`config.mk`:
```
export PLATFORM = sky130hd
export DESIGN_NAME = uart_fracbaud
export DESIGN_NICKNAME = d
export VERILOG_FILES = /design/src/rtl/ufb_pkg.sv /design/src/rtl/ufb_baud.sv /design/src/rtl/ufb_fifo.sv /design/src/rtl/ufb_tx.sv /design/src/rtl/ufb_rx.sv /design/src/rtl/uart_fracbaud.sv
export SDC_FILE = /design/constraint.sdc
export NUM_CORES = 1
export LEC_CHECK = 0
export CAP_MARGIN = 20
export CORE_AREA = 2 2 193 157
export CTS_CLUSTER_SIZE = 28
export DETAILED_ROUTE_END_ITERATION = 7
export DIE_AREA = 0 0 195 159
export PLACE_DENSITY = 0.89
export SYNTH_ARGS = -nofsm -noshare
export SYNTH_HDL_FRONTEND = slang
export SYNTH_SLANG_ARGS = --single-unit
```
`constraint.sdc`:
```
create_clock -name clk -period 3.8 [get_ports clk]
set_input_delay 0.76 -clock clk [delete_from_list [all_inputs] [get_ports clk]]
set_output_delay 0.76 -clock clk [all_outputs]
set_load 0.01 [all_outputs]
```
`src/rtl/ufb_pkg.sv`:
```
package ufb_pkg;
   localparam int OFS_DATA = 'h00;
   localparam int OFS_FLAG = 'h18;
   localparam int OFS_IDIV = 'h24;
   localparam int OFS_FDIV = 'h28;
   localparam int OFS_LINE = 'h2C;
   localparam int OFS_CTRL = 'h30;
   localparam int OFS_ICLR = 'h44;

   localparam int EV_RX  = 4;
   localparam int EV_TX  = 5;
   localparam int EV_FRM = 7;
   localparam int EV_OVR = 10;
   localparam int EV_W   = 11;

   typedef enum logic [1:0] {LN_IDLE, LN_START, LN_DATA, LN_STOP} line_st_e;
endpackage

```
`src/rtl/ufb_baud.sv`:
```
module ufb_baud #(
   parameter int IW = 16,
   parameter int FW = 6
) (
   input  logic          clk,
   input  logic          rst_n,
   input  logic [IW-1:0] idiv,
   input  logic [FW-1:0] fdiv,
   output logic          tick
);
   logic [IW:0]   cnt;
   logic [FW-1:0] acc;
   logic          stretch;
   logic [IW:0]   limit;
   logic [FW:0]   sum;

   assign limit = {1'b0, idiv} + {{IW{1'b0}}, stretch};
   assign sum   = {1'b0, acc} + {1'b0, fdiv};

   always_ff @(posedge clk) begin
      if (!rst_n) begin
         cnt     <= '0;
         acc     <= '0;
         stretch <= 1'b0;
         tick    <= 1'b0;
      end else begin
         tick <= 1'b0;
         if (idiv == '0) begin
            cnt <= '0;
         end else if (cnt + 1'b1 >= limit) begin
            cnt     <= '0;
            tick    <= 1'b1;
            acc     <= sum[FW-1:0];
            stretch <= sum[FW];
         end else begin
            cnt <= cnt + 1'b1;
         end
      end
   end
endmodule

```
`src/rtl/ufb_fifo.sv`:
```
module ufb_fifo #(
   parameter int W     = 8,
   parameter int DEPTH = 16,
   localparam int PW   = $clog2(DEPTH),
   localparam int CW   = $clog2(DEPTH + 1)
) (
   input  logic          clk,
   input  logic          rst_n,
   input  logic          flush,
   input  logic          one_deep,
   input  logic          push,
   input  logic [W-1:0]  din,
   input  logic          pop,
   output logic [W-1:0]  dout,
   output logic          empty,
   output logic          full,
   output logic [CW-1:0] count
);
   generate
      if ((1 << PW) != DEPTH || DEPTH < 2) begin : g_bad_depth
         $error("ufb_fifo: DEPTH must be a power of two of at least 2");
      end
   endgenerate

   logic [W-1:0]  mem [DEPTH];
   logic [PW-1:0] wp, rp;
   logic          do_push, do_pop;

   assign empty   = (count == '0);
   assign full    = one_deep ? (count != '0) : (count == CW'(DEPTH));
   assign do_push = push && !full;
   assign do_pop  = pop && !empty;
   assign dout    = mem[rp];

   always_ff @(posedge clk) begin
      if (!rst_n || flush) begin
         wp    <= '0;
         rp    <= '0;
         count <= '0;
      end else begin
         if (do_push) wp <= wp + 1'b1;
         if (do_pop)  rp <= rp + 1'b1;
         count <= count + CW'(do_push) - CW'(do_pop);
      end
   end

   always_ff @(posedge clk) begin
      if (do_push && !flush) mem[wp] <= din;
   end
endmodule

```
`src/rtl/ufb_tx.sv`:
```
module ufb_tx
   import ufb_pkg::*;
(
   input  logic       clk,
   input  logic       rst_n,
   input  logic       tick,
   input  logic       enable,
   input  logic [3:0] nbits,
   input  logic       have,
   input  logic [7:0] din,
   output logic       pop,
   output logic       txd,
   output logic       done
);
   line_st_e   st;
   logic [3:0] tc;
   logic [2:0] bidx;
   logic [7:0] shreg;

   assign pop = (st == LN_IDLE) && tick && enable && have;

   always_ff @(posedge clk) begin
      if (!rst_n) begin
         st    <= LN_IDLE;
         txd   <= 1'b1;
         tc    <= '0;
         bidx  <= '0;
         shreg <= '0;
         done  <= 1'b0;
      end else begin
         done <= 1'b0;
         if (tick) begin
            unique case (st)
               LN_IDLE: if (enable && have) begin
                  st    <= LN_START;
                  txd   <= 1'b0;
                  tc    <= '0;
                  shreg <= din;
               end
               LN_START: begin
                  tc <= tc + 1'b1;
                  if (tc == 4'd15) begin
                     st   <= LN_DATA;
                     txd  <= shreg[0];
                     bidx <= '0;
                  end
               end
               LN_DATA: begin
                  tc <= tc + 1'b1;
                  if (tc == 4'd15) begin
                     if (bidx == 3'(nbits - 4'd1)) begin
                        st  <= LN_STOP;
                        txd <= 1'b1;
                     end else begin
                        bidx  <= bidx + 1'b1;
                        shreg <= shreg >> 1;
                        txd   <= shreg[1];
                     end
                  end
               end
               LN_STOP: begin
                  tc <= tc + 1'b1;
                  if (tc == 4'd15) begin
                     st   <= LN_IDLE;
                     done <= 1'b1;
                  end
               end
               default: st <= LN_IDLE;
            endcase
         end
      end
   end
endmodule

```
`src/rtl/ufb_rx.sv`:
```
module ufb_rx
   import ufb_pkg::*;
#(
   parameter int SYNC = 2
) (
   input  logic       clk,
   input  logic       rst_n,
   input  logic       tick,
   input  logic       enable,
   input  logic [3:0] nbits,
   input  logic       rxd,
   output logic       push,
   output logic [7:0] dout,
   output logic       ferr
);
   generate
      if (SYNC < 2) begin : g_bad_sync
         $error("ufb_rx: SYNC must be at least 2");
      end
   endgenerate

   logic [SYNC-1:0] sy;
   logic            rxs;
   line_st_e        st;
   logic [3:0]      tc;
   logic [2:0]      bidx;

   assign rxs = sy[SYNC-1];

   always_ff @(posedge clk) begin
      if (!rst_n) sy <= '1;
      else        sy <= {sy[SYNC-2:0], rxd};
   end

   always_ff @(posedge clk) begin
      if (!rst_n) begin
         st   <= LN_IDLE;
         tc   <= '0;
         bidx <= '0;
         dout <= '0;
         push <= 1'b0;
         ferr <= 1'b0;
      end else begin
         push <= 1'b0;
         unique case (st)
            LN_IDLE: if (enable && !rxs) begin
               st   <= LN_START;
               tc   <= '0;
               dout <= '0;
            end
            LN_START: if (tick) begin
               if (tc == 4'd7) begin
                  tc   <= '0;
                  bidx <= '0;
                  st   <= rxs ? LN_IDLE : LN_DATA;
               end else begin
                  tc <= tc + 1'b1;
               end
            end
            LN_DATA: if (tick) begin
               tc <= tc + 1'b1;
               if (tc == 4'd15) begin
                  dout[bidx] <= rxs;
                  if (bidx == 3'(nbits - 4'd1)) st <= LN_STOP;
                  else                          bidx <= bidx + 1'b1;
               end
            end
            LN_STOP: if (tick) begin
               tc <= tc + 1'b1;
               if (tc == 4'd15) begin
                  st   <= LN_IDLE;
                  push <= 1'b1;
                  ferr <= !rxs;
               end
            end
            default: st <= LN_IDLE;
         endcase
      end
   end
endmodule

```
`src/rtl/uart_fracbaud.sv`:
```
module uart_fracbaud
   import ufb_pkg::*;
#(
   parameter int ADDR_W     = 8,
   parameter int BUS_W      = 32,
   parameter int FIFO_DEPTH = 16,
   parameter int IDIV_W     = 16,
   parameter int FDIV_W     = 6,
   parameter int SYNC       = 2
) (
   input  logic              clk,
   input  logic              rst_n,
   input  logic              bus_wr,
   input  logic              bus_rd,
   input  logic [ADDR_W-1:0] bus_addr,
   input  logic [BUS_W-1:0]  bus_wdata,
   output logic [BUS_W-1:0]  bus_rdata,
   input  logic              ser_rx,
   output logic              ser_tx,
   output logic [10:0]       int_pend
);
   localparam int CW = $clog2(FIFO_DEPTH + 1);

   generate
      if (ADDR_W < 7 || BUS_W < IDIV_W || BUS_W < EV_W) begin : g_bad_bus
         $error("uart_fracbaud: bus too narrow for the register map");
      end
   endgenerate

   logic [IDIV_W-1:0] idiv_q;
   logic [FDIV_W-1:0] fdiv_q;
   logic [1:0]        wlen_q;
   logic              fen_q;
   logic              en_q, txe_q, rxe_q;

   logic wr_data, wr_idiv, wr_fdiv, wr_line, wr_ctrl, wr_iclr, rd_data;
   assign wr_data = bus_wr && bus_addr == ADDR_W'(OFS_DATA);
   assign wr_idiv = bus_wr && bus_addr == ADDR_W'(OFS_IDIV);
   assign wr_fdiv = bus_wr && bus_addr == ADDR_W'(OFS_FDIV);
   assign wr_line = bus_wr && bus_addr == ADDR_W'(OFS_LINE);
   assign wr_ctrl = bus_wr && bus_addr == ADDR_W'(OFS_CTRL);
   assign wr_iclr = bus_wr && bus_addr == ADDR_W'(OFS_ICLR);
   assign rd_data = bus_rd && bus_addr == ADDR_W'(OFS_DATA);

   logic flush;
   assign flush = wr_line && (bus_wdata[4] != fen_q);

   logic [3:0] nbits;
   assign nbits = 4'd5 + {2'b00, wlen_q};

   always_ff @(posedge clk) begin
      if (!rst_n) begin
         idiv_q <= '0;
         fdiv_q <= '0;
         wlen_q <= '0;
         fen_q  <= 1'b0;
         en_q   <= 1'b0;
         txe_q  <= 1'b1;
         rxe_q  <= 1'b1;
      end else begin
         if (wr_idiv) idiv_q <= bus_wdata[IDIV_W-1:0];
         if (wr_fdiv) fdiv_q <= bus_wdata[FDIV_W-1:0];
         if (wr_line) begin
            wlen_q <= bus_wdata[6:5];
            fen_q  <= bus_wdata[4];
         end
         if (wr_ctrl) begin
            en_q  <= bus_wdata[0];
            txe_q <= bus_wdata[8];
            rxe_q <= bus_wdata[9];
         end
      end
   end

   logic tick16;
   ufb_baud #(.IW(IDIV_W), .FW(FDIV_W)) u_baud (
      .clk(clk), .rst_n(rst_n), .idiv(idiv_q), .fdiv(fdiv_q), .tick(tick16)
   );

   logic          tx_pop, tx_empty, tx_full, tx_done;
   logic [7:0]    tx_head;
   logic [CW-1:0] tx_cnt;
   ufb_fifo #(.W(8), .DEPTH(FIFO_DEPTH)) u_txq (
      .clk(clk), .rst_n(rst_n), .flush(flush), .one_deep(!fen_q),
      .push(wr_data), .din(bus_wdata[7:0]), .pop(tx_pop),
      .dout(tx_head), .empty(tx_empty), .full(tx_full), .count(tx_cnt)
   );

   ufb_tx u_tx (
      .clk(clk), .rst_n(rst_n), .tick(tick16), .enable(en_q && txe_q),
      .nbits(nbits), .have(!tx_empty), .din(tx_head),
      .pop(tx_pop), .txd(ser_tx), .done(tx_done)
   );

   logic          rx_push, rx_ferr, rx_empty, rx_full;
   logic [7:0]    rx_byte, rx_head;
   logic [CW-1:0] rx_cnt;
   ufb_rx #(.SYNC(SYNC)) u_rx (
      .clk(clk), .rst_n(rst_n), .tick(tick16), .enable(en_q && rxe_q),
      .nbits(nbits), .rxd(ser_rx), .push(rx_push), .dout(rx_byte), .ferr(rx_ferr)
   );

   ufb_fifo #(.W(8), .DEPTH(FIFO_DEPTH)) u_rxq (
      .clk(clk), .rst_n(rst_n), .flush(flush), .one_deep(!fen_q),
      .push(rx_push), .din(rx_byte), .pop(rd_data),
      .dout(rx_head), .empty(rx_empty), .full(rx_full), .count(rx_cnt)
   );

   logic [EV_W-1:0] ev_set, ev_clr;
   always_comb begin
      ev_set         = '0;
      ev_set[EV_RX]  = rx_push;
      ev_set[EV_TX]  = tx_done;
      ev_set[EV_FRM] = rx_push && rx_ferr;
      ev_set[EV_OVR] = rx_push && rx_full;
      ev_clr         = wr_iclr ? bus_wdata[EV_W-1:0] : '0;
   end

   always_ff @(posedge clk) begin
      if (!rst_n) int_pend <= '0;
      else        int_pend <= (int_pend & ~ev_clr) | ev_set;
   end

   always_comb begin
      bus_rdata = '0;
      if (bus_rd) begin
         unique case (bus_addr)
            ADDR_W'(OFS_DATA): bus_rdata[7:0] = rx_empty ? 8'h00 : rx_head;
            ADDR_W'(OFS_FLAG): begin
               bus_rdata[7] = tx_empty;
               bus_rdata[5] = tx_full;
               bus_rdata[4] = rx_empty;
            end
            ADDR_W'(OFS_IDIV): bus_rdata[IDIV_W-1:0] = idiv_q;
            ADDR_W'(OFS_FDIV): bus_rdata[FDIV_W-1:0] = fdiv_q;
            ADDR_W'(OFS_LINE): bus_rdata[6:4] = {wlen_q, fen_q};
            ADDR_W'(OFS_CTRL): begin
               bus_rdata[0] = en_q;
               bus_rdata[8] = txe_q;
               bus_rdata[9] = rxe_q;
            end
            default: bus_rdata = '0;
         endcase
      end
   end
endmodule

```
==> metrics list <==
* Number of antenna violations at the first check in global routing: 2
* Number of DRC violations after detailed-routing iteration 0: 1431
- For this block, the via count after detailed routing is 11667.
- Port buffering added 56 buffers.
- The count of final hold-check violations is 0.
- Die Span Y: 159 um
- At the end of routability-driven placement, the weighted congestion stood at around 0.87.
* Starting Density: 59.7%
- Sequential-to-total area share from yosys stat: 60.3%
* F_max: 266 MHz
- Peak fanout along the critical path: 8
* Nets@finish: 1514
- Root buf cell: sky130_fd_sc_hd__clkbuf_16
* Tightest hold margin: 425 ps
* Num CTS Buffers: 38
- The clock period could shrink to 3750 ps.
- Antenna-violating nets left: 0
- The most used flip-flop cell after synthesis is sky130_fd_sc_hd__edfxtp_1.
- Prior to clock tree synthesis, the placed netlist has a worst setup slack of -130 ps.
- Netlist cell types: between 70 and 80
* Number of synthesized register bits: 394
- The min-delay analysis places its worst path in the category reg -> reg.
- The synthesized netlist occupies a cell area of 0.0173 mm^2.
* Arrival time worst endpoint: approximately 3000 ps
* Total of endpoints with negative setup slack in the final report: 0
- Htree depth: 2
- The max-slew violation count was 0.
- The run finished with clean final reports.
* Pin count of the biggest net entering global routing: 41
- In this run the tightest slew margin relative to its limit is 35.9%.
- Count of hold-fix buffers inserted at cts: 0
- Largest vdd supply drop: 0.000444 V
- Counting flops with a built-in enable in the synthesized netlist gives 256.
- Floorplan die width: approximately 200 um
- Overall power consumption: 8.48 mW
- Setup slack closes at 45.9 ps.
- The tool flagged a number of max-cap violations equal to 0.
- The cell count after synthesis came out at 1306.
* Mean instance size in the synthesized netlist: 13.3 um^2
- Total iterations of the first detailed-routing run: 8
- The filler cells instantiated in the layout total 1820.
* Via/cell ratio: 6.41
- Clock tree from TritonCTS: done
- Placed instance area: 0.0185 mm^2
* Proportion of layout cells with a drive suffix above 1: 16.0%
* Leak: 6.83 nW
- Along the worst hold path, the cell count comes to 1.
- Post-CTS timing repair inserted 0 buffers for setup.
- Final wirelength: 43100 um
- Startpoint class of the critical path: input pin
- Clock skew after layout: 22.5 ps
* Vias in the first global route: 11630
- Summing all multi-input logic gate instances after layout gives 0.00638 mm^2.
- Critical path class: in -> out
- Placeable core region: about 0.029 mm^2
- At the pin with the least slew margin, the transition time is 958 ps.
- Post-route DRC: 0
* Post-detail-place hpwl: 28300 um
- Area of the die: 0.0310 mm^2
- First-pass GRT wire length: roughly 66000 um
* Clk slew on worst S/H paths: 60 ps
* Crit path required time: about 3000 ps
- DR WL/cell: approximately 24 um
- Measured in cells, the most critical reg-to-reg path has a length of 12.
- Dividing the final minimum period by the clock period gives 98.8%.
* Area taken by flip-flops and latches: 0.0105 mm^2
- Clock Sinks: 394
* Row cnt: 56
- Of all flip-flops after synthesis, the portion carrying an async set or reset was 0%.
- The total overflow left after global routing is 0.
* Power density of the placed cells: between 400 and 500 mW/mm^2
* Worst Setup End Kind: primary output
- Maximum clock insertion buffer count: 3
- RSZ-0062 raised after global routing: false
- The area growth from synthesis to layout is 14.5%.
* GRT Overall Usage: between 20% and 30%
- Number of top-level pins: 89
- Number of warning messages in the yosys log: 0
* Total non-filler cell area in the finished layout: 0.0198 mm^2
* Clock latency on the worst-skew pair: 550 ps
## per-layer routing
layer	vias up	GRT usage (%)	part of all wire, %
met5	-	0	0
met3	147	5.93	10
li1	5061	-	-
met4	0	11.7	4.2
met1	5726	36.6	37
met2	733	45.9	48
## cells in the final DEF, fill, tap and decap left out, types with 6 or more instances in the layout
| cell type | instances |
|---|---|
| sky130_fd_sc_hd__edfxtp_1 | 256 |
| sky130_fd_sc_hd__dfxtp_1 | 136 |
| sky130_fd_sc_hd__nand2_1 | 121 |
| sky130_fd_sc_hd__nor2_1 | 104 |
| sky130_fd_sc_hd__mux4_2 | 74 |
| sky130_fd_sc_hd__a21oi_1 | 74 |
| sky130_fd_sc_hd__buf_4 | 65 |
| sky130_fd_sc_hd__ha_1 | 56 |
| sky130_fd_sc_hd__inv_1 | 44 |
| sky130_fd_sc_hd__clkdlybuf4s50_1 | 41 |
| sky130_fd_sc_hd__clkbuf_16 | 39 |
| sky130_fd_sc_hd__xnor2_1 | 38 |
| sky130_fd_sc_hd__nand3_1 | 37 |
| sky130_fd_sc_hd__nor3_1 | 25 |
| sky130_fd_sc_hd__o21ai_0 | 25 |
| sky130_fd_sc_hd__xor2_1 | 22 |
| sky130_fd_sc_hd__nand4_1 | 21 |
| sky130_fd_sc_hd__mux2i_1 | 20 |
| sky130_fd_sc_hd__nor2b_1 | 19 |
| sky130_fd_sc_hd__conb_1 | 16 |
| sky130_fd_sc_hd__and3_1 | 15 |
| sky130_fd_sc_hd__a22oi_1 | 10 |
| sky130_fd_sc_hd__nand2b_1 | 10 |
| sky130_fd_sc_hd__a311oi_1 | 10 |
| sky130_fd_sc_hd__dlygate4sd2_1 | 9 |
| sky130_fd_sc_hd__nor4_1 | 7 |
| sky130_fd_sc_hd__o211ai_1 | 7 |
| sky130_fd_sc_hd__clkinv_1 | 7 |
| sky130_fd_sc_hd__mux2_2 | 6 |
| sky130_fd_sc_hd__clkbuf_1 | 6 |
| sky130_fd_sc_hd__dlymetal6s2s_1 | 6 |
## cells in the mapped netlist (6+ instances only)
library cell	count	share of area (%)
sky130_fd_sc_hd__or3_1	6	0.22
sky130_fd_sc_hd__xnor2_1	38	1.9
sky130_fd_sc_hd__and3_1	15	0.54
sky130_fd_sc_hd__mux4_2	74	9.6
sky130_fd_sc_hd__a22oi_1	10	0.43
sky130_fd_sc_hd__inv_1	44	0.95
sky130_fd_sc_hd__buf_2	15	0.43
sky130_fd_sc_hd__buf_4	20	0.87
sky130_fd_sc_hd__nand3_1	37	1.1
sky130_fd_sc_hd__nand2_1	121	2.6
sky130_fd_sc_hd__dfxtp_1	138	16
sky130_fd_sc_hd__mux2i_1	20	1.2
sky130_fd_sc_hd__xor2_1	22	1.1
sky130_fd_sc_hd__mux2_2	6	0.39
sky130_fd_sc_hd__nor4_1	7	0.25
sky130_fd_sc_hd__nor2b_1	19	0.69
sky130_fd_sc_hd__ha_1	56	4.0
sky130_fd_sc_hd__o211ai_1	7	0.30
sky130_fd_sc_hd__nor2_1	104	2.3
sky130_fd_sc_hd__clkbuf_1	29	0.63
sky130_fd_sc_hd__a311oi_1	10	0.51
sky130_fd_sc_hd__a21oi_1	74	2.1
sky130_fd_sc_hd__nand4_1	21	0.76
sky130_fd_sc_hd__nor3_1	25	0.72
sky130_fd_sc_hd__nand2b_1	10	0.36
sky130_fd_sc_hd__and2_1	6	0.22
sky130_fd_sc_hd__buf_1	7	0.15
sky130_fd_sc_hd__edfxtp_1	256	44
sky130_fd_sc_hd__o21ai_0	27	0.78
## logic make-up (layout without fill, tap and decap cells)
logic type	count (synthesis)	count (layout)	synth area share [%]
buffers and inverters	120	239	3.31
other	1	19	0.0216
multiplexers	100	100	11.2
adder cells (fa/ha/maj)	59	59	4.39
flip-flops	394	394	60.3
XOR/XNOR	60	60	3.03
AO/OA/AOI/OAI	173	173	6.40
AND/OR/NAND/NOR	399	399	11.4
## sequential cells by signal, summed over array words and instances (netlist names), 3 cells and up, named ones only
name and cells:
u_rxq.mem 128, u_txq.mem 128, u_baud.cnt 17, idiv_q 16, int_pend 11, u_rx.dout 8, u_tx.shreg 8, fdiv_q 6
u_baud.acc 6, u_rxq.count 5, u_txq.count 5, u_rx.tc 4, u_rxq.rp 4, u_rxq.wp 4, u_tx.tc 4, u_txq.rp 4
u_txq.wp 4, u_rx.bidx 3, u_tx.bidx 3
## area by class of cell
type | instances | area share (%)
inverters | 45 | 0.852
clock inverters | 22 | 1.08
multi-input cells | 807 | 32.2
repair buffers | 124 | 5.53
flip-flops and latches | 394 | 52.7
clock buffers | 48 | 5.24
diodes | 3 | 0.0379
well taps | 377 | 2.38
## worst paths after layout
check / from / to / slack [ps]
hold / removal: u_rx.sy[0] / u_rx.sy[1] / 420
setup reg to reg: idiv_q[0] / u_baud.stretch / 270
setup / recovery: bus_addr[1] / bus_rdata[11] / 50
hold reg to reg: u_rx.sy[0] / u_rx.sy[1] / 420
## timing repair
action | 4_1_cts | 5_1_grt
pin swaps | 0 | 0
endpoints found under the setup margin | 11 | 6
gates resized for setup | 17 | 7
## critical path, cell delays in order
cell                              delay, ps
sky130_fd_sc_hd__clkdlybuf4s50_1        440
sky130_fd_sc_hd__or3_4                  420
sky130_fd_sc_hd__buf_4                  170
sky130_fd_sc_hd__nor2_1                 120
sky130_fd_sc_hd__buf_4                  160
sky130_fd_sc_hd__buf_4                  110
sky130_fd_sc_hd__buf_4                  130
sky130_fd_sc_hd__and3_1                 150
sky130_fd_sc_hd__clkdlybuf4s50_1        530
## power breakdown
part / leakage (nW) / switching (mW) / internal (mW)
Combinational: 2.77 / 0.0944 / 0.0487
Sequential: 3.45 / 0.00256 / 4.53
Clock: 0.605 / 1.65 / 2.16
Total: 6.83 / 1.74 / 6.74
## stage by stage
| stage | instances | TNS (ps) | util, % |
|---|---|---|---|
| after floorplan | 1321 | 0 | - |
| after global placement | 1746 | -628 | 63.9 |
| after detailed placement | 1747 | -900 | 63.9 |
| after CTS | 1817 | 0 | 68.3 |
| after global routing | 1818 | 0 | 68.3 |
| final | 1820 | 0 | 68.4 |
Power figures use the tool's default switching activity.
